`src/rtl/reg_spec_widen.sv`:
```
module reg_spec_widen #(
  parameter int FLD_W = 5,
  parameter int TAG_W = 3,
  parameter int OUT_W = 9
) (
  input  logic [FLD_W-1:0] fld_i,
  input  logic [TAG_W-1:0] tag_i,
  input  logic             short_i,
  input  logic [1:0]       kind_i,
  output logic [OUT_W-1:0] num_o,
  output logic             vec_o
);
  localparam logic [1:0] K_CRBIT = 2'd1;
  localparam logic [1:0] K_CRFLD = 2'd2;

  logic [2:0] etag;
  logic [1:0] sel;
  logic [6:0] gpr_n;
  logic [8:0] crb_n;
  logic [6:0] crf_n;

  always_comb begin
    if (short_i) etag = tag_i[1] ? {1'b1, tag_i[0], 1'b0} : {2'b00, tag_i[0]};
    else         etag = tag_i;
  end

  assign sel   = etag[1:0];
  assign vec_o = etag[2];

  assign gpr_n = vec_o ? {fld_i, sel} : {sel, fld_i};
  assign crb_n = vec_o ? {fld_i[4:2], sel, 2'b00, fld_i[1:0]}
                       : {2'b00, sel, fld_i};
  assign crf_n = vec_o ? {fld_i[2:0], sel, 2'b00}
                       : {2'b00, sel, fld_i[2:0]};

  always_comb begin
    case (kind_i)
      K_CRBIT: num_o = crb_n;
      K_CRFLD: num_o = {2'b00, crf_n};
      default: num_o = {2'b00, gpr_n};
    endcase
  end

  always_comb begin
    a_r9_upper_zero: assert (kind_i == K_CRBIT || num_o[8:7] == 2'b00);
    a_r4_identity: assert (!(tag_i == 3'b000 && kind_i != K_CRFLD) || num_o == {4'b0000, fld_i});
    a_r3_short_scalar_range: assert (!(short_i && !tag_i[1] && kind_i != K_CRBIT && kind_i != K_CRFLD) || num_o < 9'd64);
    a_r3_short_vector_even: assert (!(short_i && tag_i[1] && kind_i != K_CRBIT && kind_i != K_CRFLD) || !num_o[0]);
    a_r8_vec_flag: assert (vec_o == (short_i ? tag_i[1] : tag_i[2]));
  end
endmodule

```
`config.mk`:
```
export PLATFORM = sky130hd
export DESIGN_NAME = reg_spec_widen
export DESIGN_NICKNAME = d
export VERILOG_FILES = /design/src/rtl/reg_spec_widen.sv
export SDC_FILE = /design/constraint.sdc
export NUM_CORES = 1
export LEC_CHECK = 0
export CORE_AREA = 2 2 39 41
export DETAILED_ROUTE_END_ITERATION = 6
export DIE_AREA = 0 0 41 43
export PLACE_DENSITY = 0.61
export SYNTH_ARGS = -nofsm -noshare
export SYNTH_HDL_FRONTEND = slang
export SYNTH_SLANG_ARGS = --single-unit
export TNS_END_PERCENT = 50
```
`constraint.sdc`:
```
create_clock -name vclk -period 4.1
set_input_delay 0.615 -clock vclk [all_inputs]
set_output_delay 0.615 -clock vclk [all_outputs]
set_load 0.05 [all_outputs]
```
After elaboration in Yosys (flattened, before gate mapping)
Index checks and enable logic that the tools add are counted.
Word-level totals
  register bits after elaboration: 0
  input port bits: 11
  output and inout port bits: 10
  word-level logic and storage cells: 8
Cells by class
  eq/ne operators: 2
  mux-type cells: 6
Operators with widths (number)
  $pmux W9 S2: 1
  $mux W7: 2
  $mux W9: 1
  $mux W3: 2
  $eq A2 B1 Y1 const B: 1
  $eq A2 B2 Y1 const B: 1

Depth between registers and ports, before layout
Gate-level depths: netlist of the first run.
  word-level depth: 4
  gate-level depth with buffers: 7
  depth with buffers taken out: 6

Worst setup path after synthesis of the first run
OpenSTA, ideal clock, no wires.
  kind: input to output
  start: input kind_i[0]
  end: output num_o[1]
  arrival time: 2260 ps
  required time: 3485 ps
  slack: 1225 ps
  stages on the path: 5
  buffers on the path: 1
  path through: inv_1 -> ha_1 -> inv_1 -> clkbuf_1 -> o21ai_0
On the way
  word-level cells in the longest chain between the ends: 2
  elaborated cells on any way between the ends: 3
  those cells by class: eq/ne: 2; mux: 1
RTL lines
  from (decl): RTL line 9  | input logic [1:0] kind_i,
  $eq A2 B2 Y1 / $eq A2 B1 Y1 (equally long branches): RTL line 37  | case (kind_i)
  $pmux W9 S2 (*): RTL line 37
  to (decl): RTL line 10  | output logic [OUT_W-1:0] num_o,
Mark *: on every way between the ends. The rest lies on a longest branch, timed or not.

Worst setup path in the final report of the first run
  start: input kind_i[0]
  end: output num_o[6]
Same word-level chain as after synthesis.

==> metrics, run 1 <==
HPWL Detailed between 700 and 800 µm; floorplan row count 14; count of unresolved DRC violations after routing 0; part of the power in combinational logic 1.000; pin count of the biggest net entering global routing 12; Total Die Area about 1800 µm²; share of layout cells above drive strength 1 0.0290; switching component of the power approximately 64 µW; biggest area contributors in the synthesized netlist sky130_fd_sc_hd__mux2i_1 (17%), sky130_fd_sc_hd__nand2_1 (7.4%), sky130_fd_sc_hd__ha_1 (7.1%), sky130_fd_sc_hd__o21ai_0 (7.1%), sky130_fd_sc_hd__mux2i_4 (6.4%); total count of max-transition violations in the final report 0; Ant. Diodes 0; worst hold path type in2out; outcome finished clean; GP Congestion 0.814; worst slew slack as a fraction of its limit 0.668; actual slew at the worst max-slew pin 0.497 ns; Routed Wire Length slightly above 1000 µm; largest voltage drop on the vdd net 0.0710 mV; Syn Area/Cell between 6 and 7 µm²; number of hold-repair buffers added at the cts stage 0; hold slack final 2.52 ns; number of cells produced by synthesis 51; number of antenna-violating nets in the routed design 0; drt first-iter violations 3; finished layout cell area approximately 560 µm²; most common cell in the netlist sky130_fd_sc_hd__nand2_1; capture endpoint of the worst hold path num_o[0]; number of I/O port buffers 21; number of buffers inserted to repair setup after CTS 0; Post-Place Worst Slack 0.559 ns; number of global-route vias before repair 394; Vias per Instance ~5.0; # clk buffers 0; Initial DRT Pass Iterations 2; synthesis warning total 0; placed standard-cell area 564 µm²; portion of total power attributed to sequential cells 0; net count after synthesis 64; total via count after detailed routing 428; combined flip-flop and latch cell area 0 µm²; number of placed I/O pins 21; cell count after placement 85; total core area 1380 µm²; die outline width 41 µm; crit start category input pin; final cycle utilization of the critical path 0.868; count of final hold-check violations 0; Arr. time, crit path about 3.0 ns; sequential cell area fraction in the yosys report 0; number of antenna violations at the first check in global routing 0; starting density of the core 0.255; area share of the largest cell type after synthesis 0.170; leading post-synthesis cells by instance count sky130_fd_sc_hd__nand2_1 (7), sky130_fd_sc_hd__mux2i_1 (6), sky130_fd_sc_hd__o21ai_0 (5); fin nets 84; maximum clock frequency approximately 0.28 GHz; final-report setup violation count 0; total power density per cell area 185 nW/µm²; required time reported for the critical path endpoint 3.48 ns; biggest fanout along the worst timing path 11; setup TNS 0 ns; total track usage 0.126; post-synth design cell area between 300 and 400 µm²; Crit Path Category in2out; Routed wire per std cell ~12 µm; Gates resized, CTS repair 0; Internal Dissipation 40.3 µW; wire length of the first global-routing pass 1680 µm; count of cell types in the netlist 27; hold path start fld_i[0]; Area growth, synth to finish 59.9%; grt ovf 0; setup slack after layout ~0.54 ns; count of cells along the worst hold path 4; share of total power in the clock network 0; kind of end point of the critical path output port; dominant cell type by area after synthesis sky130_fd_sc_hd__mux2i_1; max-cap viol count 0; static leakage power around 0.00023 µW; Die Y-Extent between 40 and 50 µm; net switching fraction of the power 0.614; RSZ-0062 raised after global routing false; final critical path time including I/O delays and setup 3.56 ns; final standard cell count with taps included and fillers excluded 85; sequential cell count 0
[area by class of cell]
| class | count | area, µm² |
|---|---|---|
| Fill cell | 154 | 820 |
| Multi-Input combinational cell | 44 | 319 |
| Timing Repair Buffer | 21 | 210 |
| Tap cell | 16 | 20.0 |
| Inverter | 4 | 15.0 |
[worst max path at each step]
stage | endpoint | from | slack (ns) | cells after the start
finish | num_o[6] | kind_i[0] | 0.54 | 8
global route | num_o[6] | kind_i[0] | 0.42 | 8
CTS | num_o[6] | kind_i[0] | 0.56 | 8
detailed placement | num_o[6] | kind_i[0] | 0.56 | 8
global placement | num_o[5] | short_i | 0.58 | 5
floorplan | num_o[1] | kind_i[0] | 1.22 | 5
[per-layer routing]
| layer | track usage | wire [µm] | vias up |
|---|---|---|---|
| li1 | - | - | 229 |
| met1 | 0.206 | 520 | 185 |
| met2 | 0.191 | 434 | 14 |
| met3 | 0 | 64 | 0 |
| met4 | 0 | 0 | 0 |
| met5 | 0 | 0 | - |
[power groups by stage]
stage          combinational [µW]  sequential [µW]  clock (µW)
2_1_floorplan                68.0                0           0
3_3_place_gp                  104                0           0
3_5_place_dp                  104                0           0
4_1_cts                       105                0           0
5_1_grt                       111                0           0
6_report                      104                0           0
[worst max-delay path, cell delays in order]
cell                              delay [ns]
sky130_fd_sc_hd__clkdlybuf4s50_1        0.48
sky130_fd_sc_hd__inv_1                  0.05
sky130_fd_sc_hd__ha_1                   0.30
sky130_fd_sc_hd__inv_1                  0.23
sky130_fd_sc_hd__nand2_1                0.12
sky130_fd_sc_hd__a2bb2oi_1              0.16
sky130_fd_sc_hd__o22ai_1                0.16
sky130_fd_sc_hd__clkdlybuf4s50_1        0.83
[per-stage QoR]
step | power [µW] | utilization
after floorplan | 68.0 | -
after global placement | 104 | 0.408
after detailed placement | 104 | 0.408
after CTS | 105 | 0.408
after global routing | 111 | 0.408
final | 104 | 0.408
[cell families (layout without fill, tap and decap cells)]
| family | count (synthesis) | in the layout | share of synthesized area |
|---|---|---|---|
| multiplexers | 7 | 7 | 0.234 |
| adder cells (fa/ha/maj) | 2 | 2 | 0.0709 |
| AO/OA/AOI/OAI | 19 | 19 | 0.369 |
| AND/OR/NAND/NOR | 16 | 16 | 0.231 |
| buffers and inverters | 7 | 25 | 0.0957 |
[cells in the final DEF, fill, tap and decap left out, types with 2 or more instances in the layout]
master,instances
sky130_fd_sc_hd__mux2i_1,6
sky130_fd_sc_hd__inv_1,3
sky130_fd_sc_hd__clkdlybuf4s50_1,21
sky130_fd_sc_hd__ha_1,2
sky130_fd_sc_hd__a21o_1,2
sky130_fd_sc_hd__nor2b_1,2
sky130_fd_sc_hd__o221ai_1,2
sky130_fd_sc_hd__nand2_1,7
sky130_fd_sc_hd__o22ai_1,2
sky130_fd_sc_hd__o21ai_0,5
sky130_fd_sc_hd__and3_1,2
Note: power is estimated with default switching activity, not from simulation.
==> run 2: changes to the inputs <==
--- a/config.mk
+++ b/config.mk
@@ -8,7 +8,7 @@
 export CORE_AREA = 2 2 39 41
 export DETAILED_ROUTE_END_ITERATION = 6
 export DIE_AREA = 0 0 41 43
-export PLACE_DENSITY = 0.61
+export PLACE_DENSITY = 0.63
 export SYNTH_ARGS = -nofsm -noshare
 export SYNTH_HDL_FRONTEND = slang
 export SYNTH_SLANG_ARGS = --single-unit
==> constraint.sdc (replaced) <==
create_clock -name vclk -period 2.9
set_input_delay 0.435 -clock vclk [all_inputs]
set_output_delay 0.435 -clock vclk [all_outputs]
set_load 0.05 [all_outputs]
==> metrics, run 2 (synthesis gave the netlist of run 1 again) <==
die outline width 41 µm (unchanged); number of buffers inserted to repair setup after CTS 0 (unchanged); crit start category input pin; number of I/O port buffers 21 (unchanged); total design power 179 µW (+72%); most common cell after layout, fill and taps aside sky130_fd_sc_hd__clkdlybuf4s50_1; slowest cell on the critical path sky130_fd_sc_hd__clkdlybuf4s50_1; HPWL Detailed 841 µm (+6.2%); Initial DRT Pass Iterations 4 (+2); Routed Wire Length 1040 µm (+2.3%); Area growth, synth to finish 81.2%; Die Y-Extent 43 µm (unchanged); starting density of the core 0.255 (unchanged); Gates resized, CTS repair 0 (unchanged); actual slew at the worst max-slew pin 0.364 ns (-0.132 ns); share of total power in the clock network 0 (unchanged); Crit Path Category in2out; Internal Dissipation 82.0 µW (+100%); total via count after detailed routing 453 (+5.8%); number of placed I/O pins 21 (unchanged); Total Die Area 1760 µm² (unchanged); drt first-iter violations 4 (+1); count of final hold-check violations 0 (unchanged); maximum clock frequency 0.375 GHz; number of antenna violations at the first check in global routing 0 (unchanged); worst hold path type in2out; fin nets 84 (unchanged); Arr. time, crit path 2.23 ns (-0.72 ns); required time reported for the critical path endpoint 2.47 ns (-1.01 ns); critical path cell sequence clkdlybuf4s50_1, inv_1, ha_1, inv_1, nand2_1, a2bb2oi_1, o22ai_1, buf_12; outcome finished clean; # clk buffers 0 (unchanged); sequential cell count 0 (unchanged); wire length of the first global-routing pass 1700 µm (+1.7%); count of cells along the worst hold path 4 (unchanged); total count of max-transition violations in the final report 0 (unchanged); number of antenna-violating nets in the routed design 0 (unchanged); final-report setup violation count 0 (unchanged); Ant. Diodes 0 (unchanged); largest voltage drop on the vdd net 0.114 mV (+61%); final critical path time including I/O delays and setup 2.67 ns; kind of end point of the critical path output port; static leakage power 0.000272 µW (+19%); net switching fraction of the power 0.543 (-0.0709); most repeated library cell on the critical path sky130_fd_sc_hd__inv_1; hold path start fld_i[0]; number of global-route vias before repair 402 (+2.0%); number of hold-repair buffers added at the cts stage 0 (unchanged); Vias per Instance 5.33 (+5.8%); RSZ-0062 raised after global routing false; GP Congestion 0.851 (+4.5%); total core area 1380 µm² (unchanged); kind of cell adding the most delay to the critical path buffers and inverters; total track usage 0.130 (+0.00400); Max stage delay on crit path 0.48 ns (-0.35 ns); count of unresolved DRC violations after routing 0 (unchanged); Worst Path Buf+Inv 4 (unchanged); grt ovf 0 (unchanged); biggest fanout along the worst timing path 11 (unchanged); final cycle utilization of the critical path 0.919; capture endpoint of the worst hold path num_o[0]; part of the power in combinational logic 1.000 (about the same); total power density per cell area 280 nW/µm² (+52%); combined flip-flop and latch cell area 0 µm² (unchanged); share of layout cells above drive strength 1 0.174 (+0.145); portion of total power attributed to sequential cells 0 (unchanged); setup TNS 0 ns (unchanged); filler instances 148 (-3.9%); Routed wire per std cell 12.3 µm (+2.3%); floorplan row count 14 (unchanged); max-cap viol count 0 (unchanged); most used cells in the layout excluding fill and tap cells sky130_fd_sc_hd__clkdlybuf4s50_1 (11), sky130_fd_sc_hd__buf_12 (8), sky130_fd_sc_hd__nand2_1 (7), sky130_fd_sc_hd__mux2i_1 (6), sky130_fd_sc_hd__o21ai_0 (5); share of the core filled with cells in the final layout 0.462 (+0.0542); pin count of the biggest net entering global routing 12 (unchanged); switching component of the power 97.3 µW (+52%); multi-input logic area 319 µm² (unchanged); worst slew slack as a fraction of its limit 0.752 (+0.0841)
-- run 2: cell type report --
cell class,count,area share
timing repair buffer,21,0.446
multi-input combinational,44,0.499
tap,16,0.0313
inverter,4,0.0235
-- run 2: power groups by stage --
stage          clock network, µW  registers, µW  logic [µW]
2_1_floorplan                  0              0        96.1
3_3_place_gp                   0              0         180
3_5_place_dp                   0              0         180
4_1_cts                        0              0         181
5_1_grt                        0              0         190
6_report                       0              0         179
-- run 2: how the worst max path moves through the flow --
stage	from	endpoint	cells past startpoint
after CTS	kind_i[0]	num_o[6]	8
after floorplan	kind_i[0]	num_o[1]	5
after global routing	kind_i[0]	num_o[6]	8
after detailed placement	kind_i[0]	num_o[6]	8
final	kind_i[0]	num_o[6]	8
after global placement	kind_i[0]	num_o[6]	8
-- run 2: stage by stage --
stage               instances  setup WS, ns  instance area [µm²]  hold WS (ns)
finish                     85         0.235                  639          1.67
global route               85         0.154                  639          1.71
CTS                        85         0.235                  639          1.68
detailed placement         85         0.237                  639          1.67
global placement           85         0.267                  639          1.67
floorplan                  51         0.385                  353          1.17
-- run 2: layer usage --
metal | GRT usage | vias to the layer above | wire (µm)
met5 | 0 | - | 0
met4 | 0 | 0 | 0
met3 | 0.0105 | 0 | 98
met2 | 0.209 | 21 | 461
met1 | 0.194 | 199 | 482
li1 | - | 233 | -
==> run 3: changes to the inputs <==
--- a/config.mk
+++ b/config.mk
@@ -8,7 +8,6 @@
 export CORE_AREA = 2 2 39 41
 export DETAILED_ROUTE_END_ITERATION = 6
 export DIE_AREA = 0 0 41 43
-export PLACE_DENSITY = 0.63
 export SYNTH_ARGS = -nofsm -noshare
 export SYNTH_HDL_FRONTEND = slang
 export SYNTH_SLANG_ARGS = --single-unit
==> metrics, run 3 (synthesis gave the netlist of run 1 again) <==
pin count of the biggest net entering global routing 12 (unchanged); Total Die Area 1760 µm² (unchanged); required time reported for the critical path endpoint 2.47 ns (about the same); actual slew at the worst max-slew pin 0.357 ns (-0.00787 ns); critical path cell sequence clkdlybuf4s50_1, inv_1, ha_1, inv_1, nand2_1, a2bb2oi_1, o22ai_1, buf_12; setup TNS 0 ns (unchanged); share of the core filled with cells in the final layout 0.453 (-0.00904); Max stage delay on crit path 0.48 ns (about the same); number of hold-repair buffers added at the cts stage 0 (unchanged); biggest fanout along the worst timing path 11 (unchanged); wire length of the first global-routing pass 1720 µm (+0.82%); largest voltage drop on the vdd net 0.115 mV (+1.2%); total track usage 0.129 (-0.00113); total via count after detailed routing 464 (+2.4%); crit start category input pin; maximum clock frequency 0.373 GHz (-0.65%); number of I/O port buffers 21 (unchanged); grt ovf 0 (unchanged); total count of max-transition violations in the final report 0 (unchanged); slowest cell on the critical path sky130_fd_sc_hd__clkdlybuf4s50_1; starting density of the core 0.255 (unchanged); RSZ-0062 raised after global routing false; number of placed I/O pins 21 (unchanged); Ant. Diodes 0 (unchanged); Initial DRT Pass Iterations 4 (unchanged); worst slew slack as a fraction of its limit 0.757 (+0.00536); final critical path time including I/O delays and setup 2.68 ns (+0.0175 ns); outcome finished clean; drt first-iter violations 17 (+13); sequential cell count 0 (unchanged); most used cells in the layout excluding fill and tap cells sky130_fd_sc_hd__clkdlybuf4s50_1 (11), sky130_fd_sc_hd__nand2_1 (7), sky130_fd_sc_hd__buf_12 (7), sky130_fd_sc_hd__mux2i_1 (6), sky130_fd_sc_hd__o21ai_0 (5); total power density per cell area 286 nW/µm² (+1.9%); Gates resized, CTS repair 0 (unchanged); total core area 1380 µm² (unchanged); final-report setup violation count 0 (unchanged); # clk buffers 0 (unchanged); number of buffers inserted to repair setup after CTS 0 (unchanged); most common cell after layout, fill and taps aside sky130_fd_sc_hd__clkdlybuf4s50_1; Area growth, synth to finish 77.7%; number of global-route vias before repair 394 (-2.0%); floorplan row count 14 (unchanged); share of layout cells above drive strength 1 0.174 (unchanged); kind of cell adding the most delay to the critical path buffers and inverters; Worst Path Buf+Inv 4 (unchanged); most repeated library cell on the critical path sky130_fd_sc_hd__inv_1; Crit Path Category in2out; static leakage power 0.000269 µW (-1.0%); count of unresolved DRC violations after routing 0 (unchanged); worst hold path type in2out; combined flip-flop and latch cell area 0 µm² (unchanged); Routed Wire Length 1070 µm (+3.1%); die outline width 41 µm (unchanged); Vias per Instance 5.46 (+2.4%); Arr. time, crit path 2.25 ns (+0.02 ns); Routed wire per std cell 12.6 µm (+3.1%); number of antenna violations at the first check in global routing 0 (unchanged); count of final hold-check violations 0 (unchanged); GP Congestion 0.789 (-7.3%); number of antenna-violating nets in the routed design 0 (unchanged); max-cap viol count 0 (unchanged); kind of end point of the critical path output port; fin nets 84 (unchanged); final cycle utilization of the critical path 0.925 (+0.00604); Die Y-Extent 43 µm (unchanged)
[run 3: cell types whose count changed in the layout (fill, tap and decap cells not counted)]
cell and change:
sky130_fd_sc_hd__buf_12 -1, sky130_fd_sc_hd__buf_4 +1
[run 3: metal layers]
layer / up-vias / GRT usage / routed length, µm
li1: 234 / - / -
met1: 213 / 0.206 / 500
met2: 17 / 0.194 / 476
met3: 0 / 0.0105 / 97
met4: 0 / 0 / 0
met5: - / 0 / 0
[run 3: metrics by stage]
stage | total power [µW] | hold WS (ns) | area [µm²] | setup slack [ns] | std cells
5_1_grt | 189 | 1.71 | 627 | 0.0849 | 85
2_1_floorplan | 96.1 | 1.17 | 353 | 0.385 | 51
3_5_place_dp | 179 | 1.68 | 627 | 0.247 | 85
3_3_place_gp | 179 | 1.67 | 627 | 0.258 | 85
4_1_cts | 180 | 1.68 | 627 | 0.247 | 85
6_report | 179 | 1.68 | 627 | 0.217 | 85
[run 3: layout make-up]
cell class	count	area, µm²
Timing Repair Buffer	21	273
Multi-Input combinational cell	44	319
Inverter	4	15.0
Fill cell	152	757
Tap cell	16	20.0
[run 3: path summary, 6_finish.rpt]
kind,from,to,cells after the start
setup / recovery,kind_i[0],num_o[6],8
hold / removal,fld_i[0],num_o[0],4
[run 3: worst min-delay path, delay by kind of cell]
family / cells / cell delay (ns)
compound gates: 1 / 0.09
buf+inv: 2 / 0.64
simple gates: 1 / 0.09
[run 3: power breakdown]
part / switching (µW) / internal [µW] / total [µW]
Combinational: 97.9 / 81.3 / 179
Sequential: 0 / 0 / 0
Clock: 0 / 0 / 0
Total: 97.9 / 81.3 / 179
